==> config.mk <==
export PLATFORM = sky130hd
export DESIGN_NAME = cmdseq_unlock
export DESIGN_NICKNAME = d
export VERILOG_FILES = /design/src/rtl/cmdseq_pkg.sv /design/src/rtl/cmdseq_matcher.sv /design/src/rtl/cmdseq_load_window.sv /design/src/rtl/cmdseq_id_readback.sv /design/src/rtl/cmdseq_unlock.sv
export SDC_FILE = /design/constraint.sdc
export NUM_CORES = 1
export LEC_CHECK = 0
export ABC_AREA = 1
export BUFFER_PORTS_ARGS = -buffer_cell sky130_fd_sc_hd__buf_2
export CAP_MARGIN = 30
export CORE_ASPECT_RATIO = 1.75
export CORE_UTILIZATION = 35
export CTS_BUF_LIST = sky130_fd_sc_hd__clkbuf_8
export CTS_CLUSTER_SIZE = 40
export DETAILED_ROUTE_END_ITERATION = 8
export GPL_TIMING_DRIVEN = 0
export PLACE_DENSITY = 0.57
export SLEW_MARGIN = 0
export SYNTH_ARGS = -nofsm -noshare
export SYNTH_HDL_FRONTEND = slang
export SYNTH_SLANG_ARGS = --single-unit
==> constraint.sdc <==
create_clock -name clk -period 1.69 [get_ports clk]
set_clock_uncertainty 0.05 [all_clocks]
set_input_delay 0.169 -clock clk [delete_from_list [all_inputs] [get_ports clk]]
set_output_delay 0.169 -clock clk [all_outputs]
set_load 0.01 [all_outputs]
==> src/rtl/cmdseq_pkg.sv <==
package cmdseq_pkg;

  localparam int CMP_W = 15;

  localparam logic [CMP_W-1:0] ADR_A = 15'h5555;
  localparam logic [CMP_W-1:0] ADR_B = 15'h2AAA;

  localparam logic [7:0] CD_UNL1    = 8'hAA;
  localparam logic [7:0] CD_UNL2    = 8'h55;
  localparam logic [7:0] CD_PROT    = 8'hA0;
  localparam logic [7:0] CD_EXTEND  = 8'h80;
  localparam logic [7:0] CD_ID_EXIT = 8'hF0;
  localparam logic [7:0] CD_UNPROT  = 8'h20;
  localparam logic [7:0] CD_ERASE   = 8'h10;
  localparam logic [7:0] CD_ID_ENT  = 8'h60;
  localparam logic [7:0] CD_LOCK    = 8'h40;
  localparam logic [7:0] CD_LOCK_LO = 8'h01;
  localparam logic [7:0] CD_LOCK_HI = 8'h02;

  localparam logic [7:0] ID_MFR     = 8'hDA;
  localparam logic [7:0] ID_DEV     = 8'h45;
  localparam logic [7:0] ST_LOCKED  = 8'hFF;
  localparam logic [7:0] ST_OPEN    = 8'hFE;

  localparam int NUM_BOOT = 2;

  typedef enum logic [2:0] {
    SQ_IDLE,
    SQ_PRE1,
    SQ_PRE2,
    SQ_EXT0,
    SQ_EXT1,
    SQ_EXT2,
    SQ_LOCK
  } step_e;

  typedef struct packed {
    logic                protect;
    logic                unprotect;
    logic                erase;
    logic                id_enter;
    logic                id_exit;
    logic [NUM_BOOT-1:0] lock;
    logic                mismatch;
  } cmd_ev_t;

  function automatic logic cmd_hit(input logic [CMP_W-1:0] a, input logic [7:0] d,
                                   input logic [CMP_W-1:0] ea, input logic [7:0] ed);
    return (a == ea) && (d == ed);
  endfunction

  function automatic logic [7:0] lock_status(input logic locked);
    return locked ? ST_LOCKED : ST_OPEN;
  endfunction

endpackage

==> src/rtl/cmdseq_matcher.sv <==
module cmdseq_matcher
  import cmdseq_pkg::*;
(
  input  logic             clk,
  input  logic             rst_n,
  input  logic             take,
  input  logic [CMP_W-1:0] cadr,
  input  logic [7:0]       cdat,
  output cmd_ev_t          ev,
  output step_e            step
);

  step_e step_q, step_d;
  logic  at_a;

  assign at_a = (cadr == ADR_A);

  always_comb begin
    step_d = step_q;
    ev     = '0;
    if (take) begin
      step_d = SQ_IDLE;
      unique case (step_q)
        SQ_IDLE: begin
          if (cmd_hit(cadr, cdat, ADR_A, CD_UNL1)) step_d = SQ_PRE1;
          else ev.mismatch = 1'b1;
        end
        SQ_PRE1: begin
          if (cmd_hit(cadr, cdat, ADR_B, CD_UNL2)) step_d = SQ_PRE2;
          else ev.mismatch = 1'b1;
        end
        SQ_PRE2: begin
          if (!at_a) ev.mismatch = 1'b1;
          else begin
            case (cdat)
              CD_PROT:    ev.protect = 1'b1;
              CD_ID_EXIT: ev.id_exit = 1'b1;
              CD_EXTEND:  step_d     = SQ_EXT0;
              default:    ev.mismatch = 1'b1;
            endcase
          end
        end
        SQ_EXT0: begin
          if (cmd_hit(cadr, cdat, ADR_A, CD_UNL1)) step_d = SQ_EXT1;
          else ev.mismatch = 1'b1;
        end
        SQ_EXT1: begin
          if (cmd_hit(cadr, cdat, ADR_B, CD_UNL2)) step_d = SQ_EXT2;
          else ev.mismatch = 1'b1;
        end
        SQ_EXT2: begin
          if (!at_a) ev.mismatch = 1'b1;
          else begin
            case (cdat)
              CD_UNPROT: ev.unprotect = 1'b1;
              CD_ERASE:  ev.erase     = 1'b1;
              CD_ID_ENT: ev.id_enter  = 1'b1;
              CD_LOCK:   step_d       = SQ_LOCK;
              default:   ev.mismatch  = 1'b1;
            endcase
          end
        end
        SQ_LOCK: begin
          if (!at_a) ev.mismatch = 1'b1;
          else begin
            case (cdat)
              CD_LOCK_LO: ev.lock[0] = 1'b1;
              CD_LOCK_HI: ev.lock[1] = 1'b1;
              default:    ev.mismatch = 1'b1;
            endcase
          end
        end
        default: ev.mismatch = 1'b1;
      endcase
    end
  end

  always_ff @(posedge clk or negedge rst_n) begin
    if (!rst_n) step_q <= SQ_IDLE;
    else        step_q <= step_d;
  end

  assign step = step_q;

endmodule

==> src/rtl/cmdseq_load_window.sv <==
module cmdseq_load_window #(
  parameter int LOAD_WINDOW = 20000
) (
  input  logic clk,
  input  logic rst_n,
  input  logic arm,
  input  logic wr,
  output logic open
);

  localparam int CW = $clog2(LOAD_WINDOW + 1);
  localparam logic [CW-1:0] RELOAD = CW'(LOAD_WINDOW);

  logic [CW-1:0] left_q;

  assign open = (left_q != '0);

  always_ff @(posedge clk or negedge rst_n) begin
    if (!rst_n)                left_q <= '0;
    else if (arm || (wr && open)) left_q <= RELOAD;
    else if (open)             left_q <= left_q - 1'b1;
  end

endmodule

==> src/rtl/cmdseq_id_readback.sv <==
module cmdseq_id_readback
  import cmdseq_pkg::*;
#(
  parameter int ADDR_W = 18
) (
  input  logic                id_mode,
  input  logic [ADDR_W-1:0]   rd_addr,
  input  logic [NUM_BOOT-1:0] lock,
  output logic                ovr_valid,
  output logic [7:0]          ovr_data
);

  localparam logic [ADDR_W-1:0] AD_MFR  = ADDR_W'(0);
  localparam logic [ADDR_W-1:0] AD_DEV  = ADDR_W'(1);
  localparam logic [ADDR_W-1:0] AD_LOW  = ADDR_W'(2);
  localparam logic [ADDR_W-1:0] AD_HIGH = {ADDR_W{1'b1}} - ADDR_W'(13);

  logic [NUM_BOOT-1:0] blk_hit;
  logic [7:0]          blk_byte [NUM_BOOT];

  for (genvar b = 0; b < NUM_BOOT; b++) begin : g_blk
    assign blk_hit[b]  = (rd_addr == ((b == 0) ? AD_LOW : AD_HIGH));
    assign blk_byte[b] = lock_status(lock[b]);
  end

  always_comb begin
    ovr_valid = 1'b0;
    ovr_data  = 8'h00;
    if (id_mode) begin
      if (rd_addr == AD_MFR) begin
        ovr_valid = 1'b1;
        ovr_data  = ID_MFR;
      end else if (rd_addr == AD_DEV) begin
        ovr_valid = 1'b1;
        ovr_data  = ID_DEV;
      end else begin
        for (int b = 0; b < NUM_BOOT; b++) begin
          if (blk_hit[b]) begin
            ovr_valid = 1'b1;
            ovr_data  = blk_byte[b];
          end
        end
      end
    end
  end

endmodule

==> src/rtl/cmdseq_unlock.sv <==
module cmdseq_unlock
  import cmdseq_pkg::*;
#(
  parameter int   ADDR_W      = 18,
  parameter int   LOAD_WINDOW = 20000,
  parameter logic PROT_INIT   = 1'b1
) (
  input  logic              clk,
  input  logic              rst_n,
  input  logic              wr_valid,
  input  logic [ADDR_W-1:0] wr_addr,
  input  logic [7:0]        wr_data,
  input  logic [ADDR_W-1:0] rd_addr,
  output logic              prot_on,
  output logic              load_ok,
  output logic              erase_req,
  output logic              id_mode,
  output logic              ovr_valid,
  output logic [7:0]        ovr_data
);

  cmd_ev_t ev;
  step_e   step;

  logic win_open;
  logic take;
  logic load_now;
  logic any_lock;

  logic ev_protect, ev_unprotect, ev_erase, ev_id_enter, ev_id_exit, ev_mismatch;
  logic [NUM_BOOT-1:0] ev_lock;
  logic [NUM_BOOT+5:0] ev_vec;

  logic                prot_q = PROT_INIT;
  logic [NUM_BOOT-1:0] lock_q;
  logic                id_q, load_q, erase_q;

  assign take = wr_valid && !win_open;

  cmdseq_matcher u_match (
    .clk   (clk),
    .rst_n (rst_n),
    .take  (take),
    .cadr  (wr_addr[CMP_W-1:0]),
    .cdat  (wr_data),
    .ev    (ev),
    .step  (step)
  );

  assign ev_protect   = ev.protect;
  assign ev_unprotect = ev.unprotect;
  assign ev_erase     = ev.erase;
  assign ev_id_enter  = ev.id_enter;
  assign ev_id_exit   = ev.id_exit;
  assign ev_lock      = ev.lock;
  assign ev_mismatch  = ev.mismatch;
  assign ev_vec       = ev;

  cmdseq_load_window #(.LOAD_WINDOW(LOAD_WINDOW)) u_win (
    .clk   (clk),
    .rst_n (rst_n),
    .arm   (ev_protect),
    .wr    (wr_valid),
    .open  (win_open)
  );

  always_ff @(posedge clk) begin
    if (ev_protect)        prot_q <= 1'b1;
    else if (ev_unprotect) prot_q <= 1'b0;
  end

  for (genvar b = 0; b < NUM_BOOT; b++) begin : g_lock
    logic flag_q = 1'b0;
    always_ff @(posedge clk) begin
      if (ev_lock[b]) flag_q <= 1'b1;
    end
    assign lock_q[b] = flag_q;
  end

  assign any_lock = |lock_q;
  assign load_now = wr_valid && (win_open || (ev_mismatch && !prot_q));

  always_ff @(posedge clk or negedge rst_n) begin
    if (!rst_n) begin
      id_q    <= 1'b0;
      load_q  <= 1'b0;
      erase_q <= 1'b0;
    end else begin
      load_q  <= load_now;
      erase_q <= ev_erase && !any_lock;
      if (ev_id_enter)     id_q <= 1'b1;
      else if (ev_id_exit) id_q <= 1'b0;
    end
  end

  cmdseq_id_readback #(.ADDR_W(ADDR_W)) u_idrd (
    .id_mode   (id_q),
    .rd_addr   (rd_addr),
    .lock      (lock_q),
    .ovr_valid (ovr_valid),
    .ovr_data  (ovr_data)
  );

  assign prot_on   = prot_q;
  assign load_ok   = load_q;
  assign erase_req = erase_q;
  assign id_mode   = id_q;

endmodule

* Word level (Yosys, flattened, before mapping)
Cells that the tools add are included.
** Word-level totals
- Flip-flop bits (word level) :: 21
- Bits in latches :: 0
- Memory bits (writable) :: 0
- ROM bits :: 0
- Bits of input ports :: 47
- Output and inout bits :: 13
- Logic and storage cells :: 96
- Memories :: 0
** Operators by class
- $add $sub $neg :: 1
- $mul :: 0
- Div/mod/pow operators :: 0
- $lt $le $gt $ge :: 0
- Equality and inequality tests :: 22
- Shifts and indexed selects :: 0
- Multiplexer cells :: 48
- Bitwise logic cells :: 0
- Reduce and logical (&&, ||, !) cells :: 20
** Operators with widths (number)
- 2-to-1 mux 8 bit :: 6
- equality test 8 bit, second input constant :: 4
- 2-to-1 mux 15 bit :: 2
- 2-to-1 mux 1 bit :: 27
- equality test 8 x 7 -> 1 bit, second input constant :: 3
- equality test 18 x 1 -> 1 bit, second input constant :: 1
- equality test 18 bit, second input constant :: 1
- equality test 18 x 2 -> 1 bit, second input constant :: 1
- zero test 18 bit :: 1
- 2-to-1 mux 3 bit :: 6
- case mux 3 bit (6 select lines) :: 1
- equality test 15 x 14 -> 1 bit, second input constant :: 1
- equality test 15 bit, second input constant :: 1
- nonzero test 15 bit :: 1
- subtractor 15 x 1 -> 15 bit, second input constant :: 1
- 2-to-1 mux 2 bit :: 5
- equality test 3 bit, second input constant :: 3
- equality test 8 x 1 -> 1 bit, second input constant :: 1
- equality test 8 x 2 -> 1 bit, second input constant :: 1
- equality test 8 x 5 -> 1 bit, second input constant :: 1
- equality test 8 x 6 -> 1 bit, second input constant :: 1
- equality test 3 x 2 -> 1 bit, second input constant :: 2
- logical AND 1 bit :: 6
- OR reduction 2 bit :: 3
- other kinds (8) :: 11

* Logic depth before layout (Yosys ltp)
- Word-level depth :: 9
- Depth in mapped cells :: 13
- Depth with buffers taken out :: 13

* By module
A second synthesis with hierarchy kept.
** Unflattened totals
- Cell total of the unflattened synthesis :: 373
- Area, all modules :: 2242.2 um^2
** By module, submodules not included
- cmdseq_load_window :: instances 1, cells an instance 127, area an instance 949.7 um^2, seq. area each 375.4 um^2
- cmdseq_matcher :: instances 1, cells an instance 156, area an instance 782.0 um^2, seq. area each 75.1 um^2
- cmdseq_id_readback :: instances 1, cells an instance 75, area an instance 376.6 um^2, seq. area each 0.0 um^2
- cmdseq_unlock :: instances 1, cells an instance 15, area an instance 133.9 um^2, seq. area each 70.1 um^2

* Least setup slack after synthesis
OpenSTA, ideal clock, no wires.
- Kind :: register to register
- Start point :: reg u_win.left_q[0]
- End point :: reg u_win.left_q[12]
- Setup time :: 0.140 ns
- Arrival :: 1.462 ns
- Data required time :: 1.500 ns
- Slack :: 0.037 ns
- Cell stages (with the launch flop) :: 11
- Path buffers :: 1
- Period minus slack after synthesis :: 1.653 ns
- Cells stage by stage :: dfrtp_1 -> inv_1 -> ha_1 -> nand2_2 -> inv_1 -> nand4_4 -> nor2_4 -> nand2_2 -> nand2_2 -> buf_6 -> nor3_1
** On the way
- Longest elaborated chain between the ends :: 6
- Elaborated cells between the ends (all ways) :: 10
- Classes of those cells :: 1 x add/sub; 3 x mux; 6 x reduce/logical
** Ends and longest elaborated chain
- start, declared :: line cmdseq_load_window.sv:14 : logic [CW-1:0] left_q;
- start signal, assigned :: line cmdseq_load_window.sv:21 : else if (open) left_q <= left_q - 1'b1;
- branches (longest 6 deep; another with subtractor 15 x 1 -> 15 bit)
Parallel ways; which one is timed is not known. The select of a mux whose other input is x is not followed.
A chain may end at the register's enable or synchronous reset.

* Final worst setup path
- Start point :: reg u_win.left_q[8]
- End point :: reg u_win.left_q[4]
** On the way
- Longest elaborated chain between the ends :: 6
- Elaborated cells between the ends (all ways) :: 8
- Classes of those cells :: 2 x mux; 6 x reduce/logical
** Ends and longest elaborated chain
- nonzero test 15 bit * :: line cmdseq_load_window.sv:16 : assign open = (left_q != '0);
- zero test 1 bit :: line cmdseq_unlock.sv:38 : assign take = wr_valid && !win_open;
- logical AND 1 bit :: line cmdseq_unlock.sv:38
- 2-to-1 mux 8 bit :: line cmdseq_matcher.sv:21 : if (take) begin
- logical OR 1 bit :: line cmdseq_load_window.sv:20 : else if (arm || (wr && open)) left_q <= RELOAD;
- 2-to-1 mux 15 bit / nonzero test 2 bit (equally long branches)
Mark *: on every way between the ends. The rest lies on a longest branch, timed or not.

==> impl_metrics.ini <==
[logic_synthesis]
ys_seq_elements = 21
synth.avg_cell_area_sq_um = 5.98
yosysWarnings = 0
synth_top_cell_by_area = dfrtp_1
synth_area_leaders = dfrtp_1 26%, nand2_1 16%, nor2_1 14%
synthMuxAreaShare = 0
netlist.area_leader.share = 0.258
ys_seq_area_frac = 0.268
synthAdderAreaFrac = 0.00644
synth_simple_gate_area_frac = 0.525
synth_area_sq_mm = 0.00194
synth_compound_area_frac = 0.0509
synth_top_family_by_area = simple AND/OR/NAND/NOR gates
synth_cell_type_count = 27
synth_fp_nets = 373
netlist_instances = 325
synth_xor_xnor_area_share = 0.0451

[timing]
max_freq_mhz = 594
period_share = 0.996
setup_slack_ps = 6.17
rsz0062_at_grt = true
slew_violations = 0
timing.setup.tns_ps = 0
finalHoldViolations = 0
period_needed_ps = 1680
setup_viol = 0

[critical_path]
r2r-start = u_win.left_q[8]
r2r_slack_ps = 6
end_kind = flop
critPathMaxFanout = 5
critPathLaunch = u_win.left_q[8]
path_delay_family = simple AND/OR/NAND/NOR gates
worst_ep_required_time_ps = 1790
crit_buf_inv = 1
worstPathCellList = nor2_2, nand2_2, nor2_4, nand4_4, nor2_4, nand2_2, nand2_4, buf_6, nor2_1
cp.arrival_ps = 1780
critPathKind = reg2reg
slowest_stage = dfrtp_1
cp-start-kind = flop
worst_path_largest_cell_delay_ps = 420

[route]
drtIter0Drc = 80
dr.pass1.iters = 4
finalWirelength_mm = 5.92
routedWlPerCell_um = 12.1
routed_via_density = 4.77
detail-route-antenna-nets = 0
drc = 0
route.vias.total = 2343

[global_route]
grt_overflow = 0
antenna_found_initial = 0
met2_usage = 0.405
grt_pass1_wl_mm = 9.16
busiest_layer = met2
track_usage = 0.197
met3_usage = 0.0205
grt_pass1_vias = 2207
met1_usage = 0.178
grt_max_degree = 21

[floorplanning]
die_area_sq_mm = 0.00587
rows = 35
initial_core_util = 0.367
io_pins = 60
die_x_um = 58.3
coreArea_sq_mm = 0.00530
dieHeight_um = 101

[power]
p_sw_mw = 0.559
intPower_mw = 1.02
p_leak_nw = 1.37
powerDensity_mw_per_mm2 = 567
peakVddDrop_uv = 335
p_clk_frac = 0.211
p_sw_frac = 0.355
seq_power_share = 0.380
pwr-share-comb = 0.410

[run_status]
status = complete, no violations

[cts]
clk_path_buf_depth = 2
tritoncts = yes
clk_latency_ps = 260
cts_max_level = 1
cts_made_buffers = 3
cts_num_sinks = 21
cts_root_buf = clkbuf_8
clk_pin_slew_ps = 80

[final_layout]
fin_util = 0.525
fin_nets = 466
final_cells = 491
diodes = 0
layout-drive-gt1-share = 0.338
syn_to_final_growth_pct = 43.1

[worst_hold_path]
hold_class = in2reg
worstHoldStart = wr_valid

[placement]
dp.cells = 454
numPortBuffers = 55
hpwl_mm = 4.29
gp_congestion = 0.863
dpl_worst_slack_ps = -245

[run]
maxCapViolations = 0
## final timing paths
kind,endpoint,cells past startpoint
worst max register to register,u_win.left_q[4],9
max in group asynchronous,u_win.left_q[4],2
worst min-delay path,u_win.left_q[0],2
min in group asynchronous,u_win.left_q[7],2
worst min register to register,u_win.left_q[14],2
worst max-delay path,u_win.left_q[4],9
## per-stage QoR
step	total power, mW	cell area, sq um	hold WS [ps]
floorplan	0.851	1940	-177
global placement	0.988	2310	98.1
detailed placement	0.993	2310	104
CTS	1.49	2620	75.2
global route	1.65	2780	82.7
finish	1.58	2780	76.3
## metal layers
metal	part of all wire	wire, um
met3	0.016	92
met5	0	0
met4	0.030	177
met1	0.34	2030
met2	0.61	3620
## flip-flops by register name (all words and copies together) (netlist names)
name,cells
load_ok,1
id_mode,1
u_win.left_q,15
u_match.step,3
prot_on,1
## Yosys cell counts
library cell	number
nand4_4	1
o31ai_1	1
nor2_1	70
ha_1	1
o211ai_1	1
conb_1	1
dfrtp_1	20
a21oi_1	4
or2_2	1
nor2_2	2
nand3_1	32
nand2_1	85
a31o_2	1
buf_4	5
xnor2_1	7
nor3_1	19
nand2_2	4
inv_1	40
nor4_4	1
a21boi_0	2
nor4_1	2
dfxtp_1	1
nor2_4	2
xor2_1	3
buf_6	1
o21ai_0	8
nand4_1	10
## power by group through the flow
stage / clock [mW] / sequential, mW / combinational, mW
after floorplan: 0 / 0.591 / 0.260
after global placement: 0 / 0.599 / 0.389
after detailed placement: 0 / 0.599 / 0.394
after CTS: 0.334 / 0.590 / 0.564
after global routing: 0.352 / 0.603 / 0.698
final: 0.332 / 0.598 / 0.646
## layout by cell type (no fill, tap or decap), types with 2 or more instances in the layout
cell type   n
buf_2      55
a21oi_1     3
xnor2_1     7
buf_6       2
nor3_2      8
o21ai_1     3
inv_1      34
xor2_1      3
nand2_2     2
o21ai_0     4
nand3_1    31
a21boi_0    2
nor2_2      6
nor2_1     63
nand4_1    10
nor3_1     10
buf_4      34
dfrtp_1    18
inv_2       6
nand2_4     4
clkbuf_8    3
nor4_2      2
nor2_4      5
dfrtp_2     2
nand2_1    83
## worst register-to-register path, stage by stage (launching register included)
cell and delay (ps):
dfrtp_1 420, nor2_2 170, nand2_2 100, nor2_4 140, nand4_4 130, nor2_4 170, nand2_2 100, nand2_4 100
buf_6 130, nor2_1 50
## cells by family (layout without fill, tap and decap cells)
family	after synthesis	in the layout
other	1	1
xor gates and xnor gates	10	10
and+or+nand+nor	229	229
adders and majority gates	1	1
buffers and inverters	46	138
DFF	21	21
AOI/OAI and AO/OA	17	17
## what timing repair did
item / in CTS / in global routing
endpoints found under the setup margin: 19 / 27
hold endpoints to repair: 20 / 0
pin swaps: 9 / 16
buffers inserted: 23 / 8
gates cloned: 1 / 0
hold buffers: 1 / 0
gates resized for setup: 20 / 31
## layout make-up
type / count / area (sq um)
fillers: 565 / 2520
clock inverters: 1 / 3.75
well taps: 74 / 92.6
inverters: 40 / 153
repair buffers: 88 / 546
plain buffers: 6 / 52.6
clock buffers: 3 / 41.3
flip-flops and latches: 21 / 523
multi-input cells: 258 / 1370
Power figures use the tool's default switching activity.
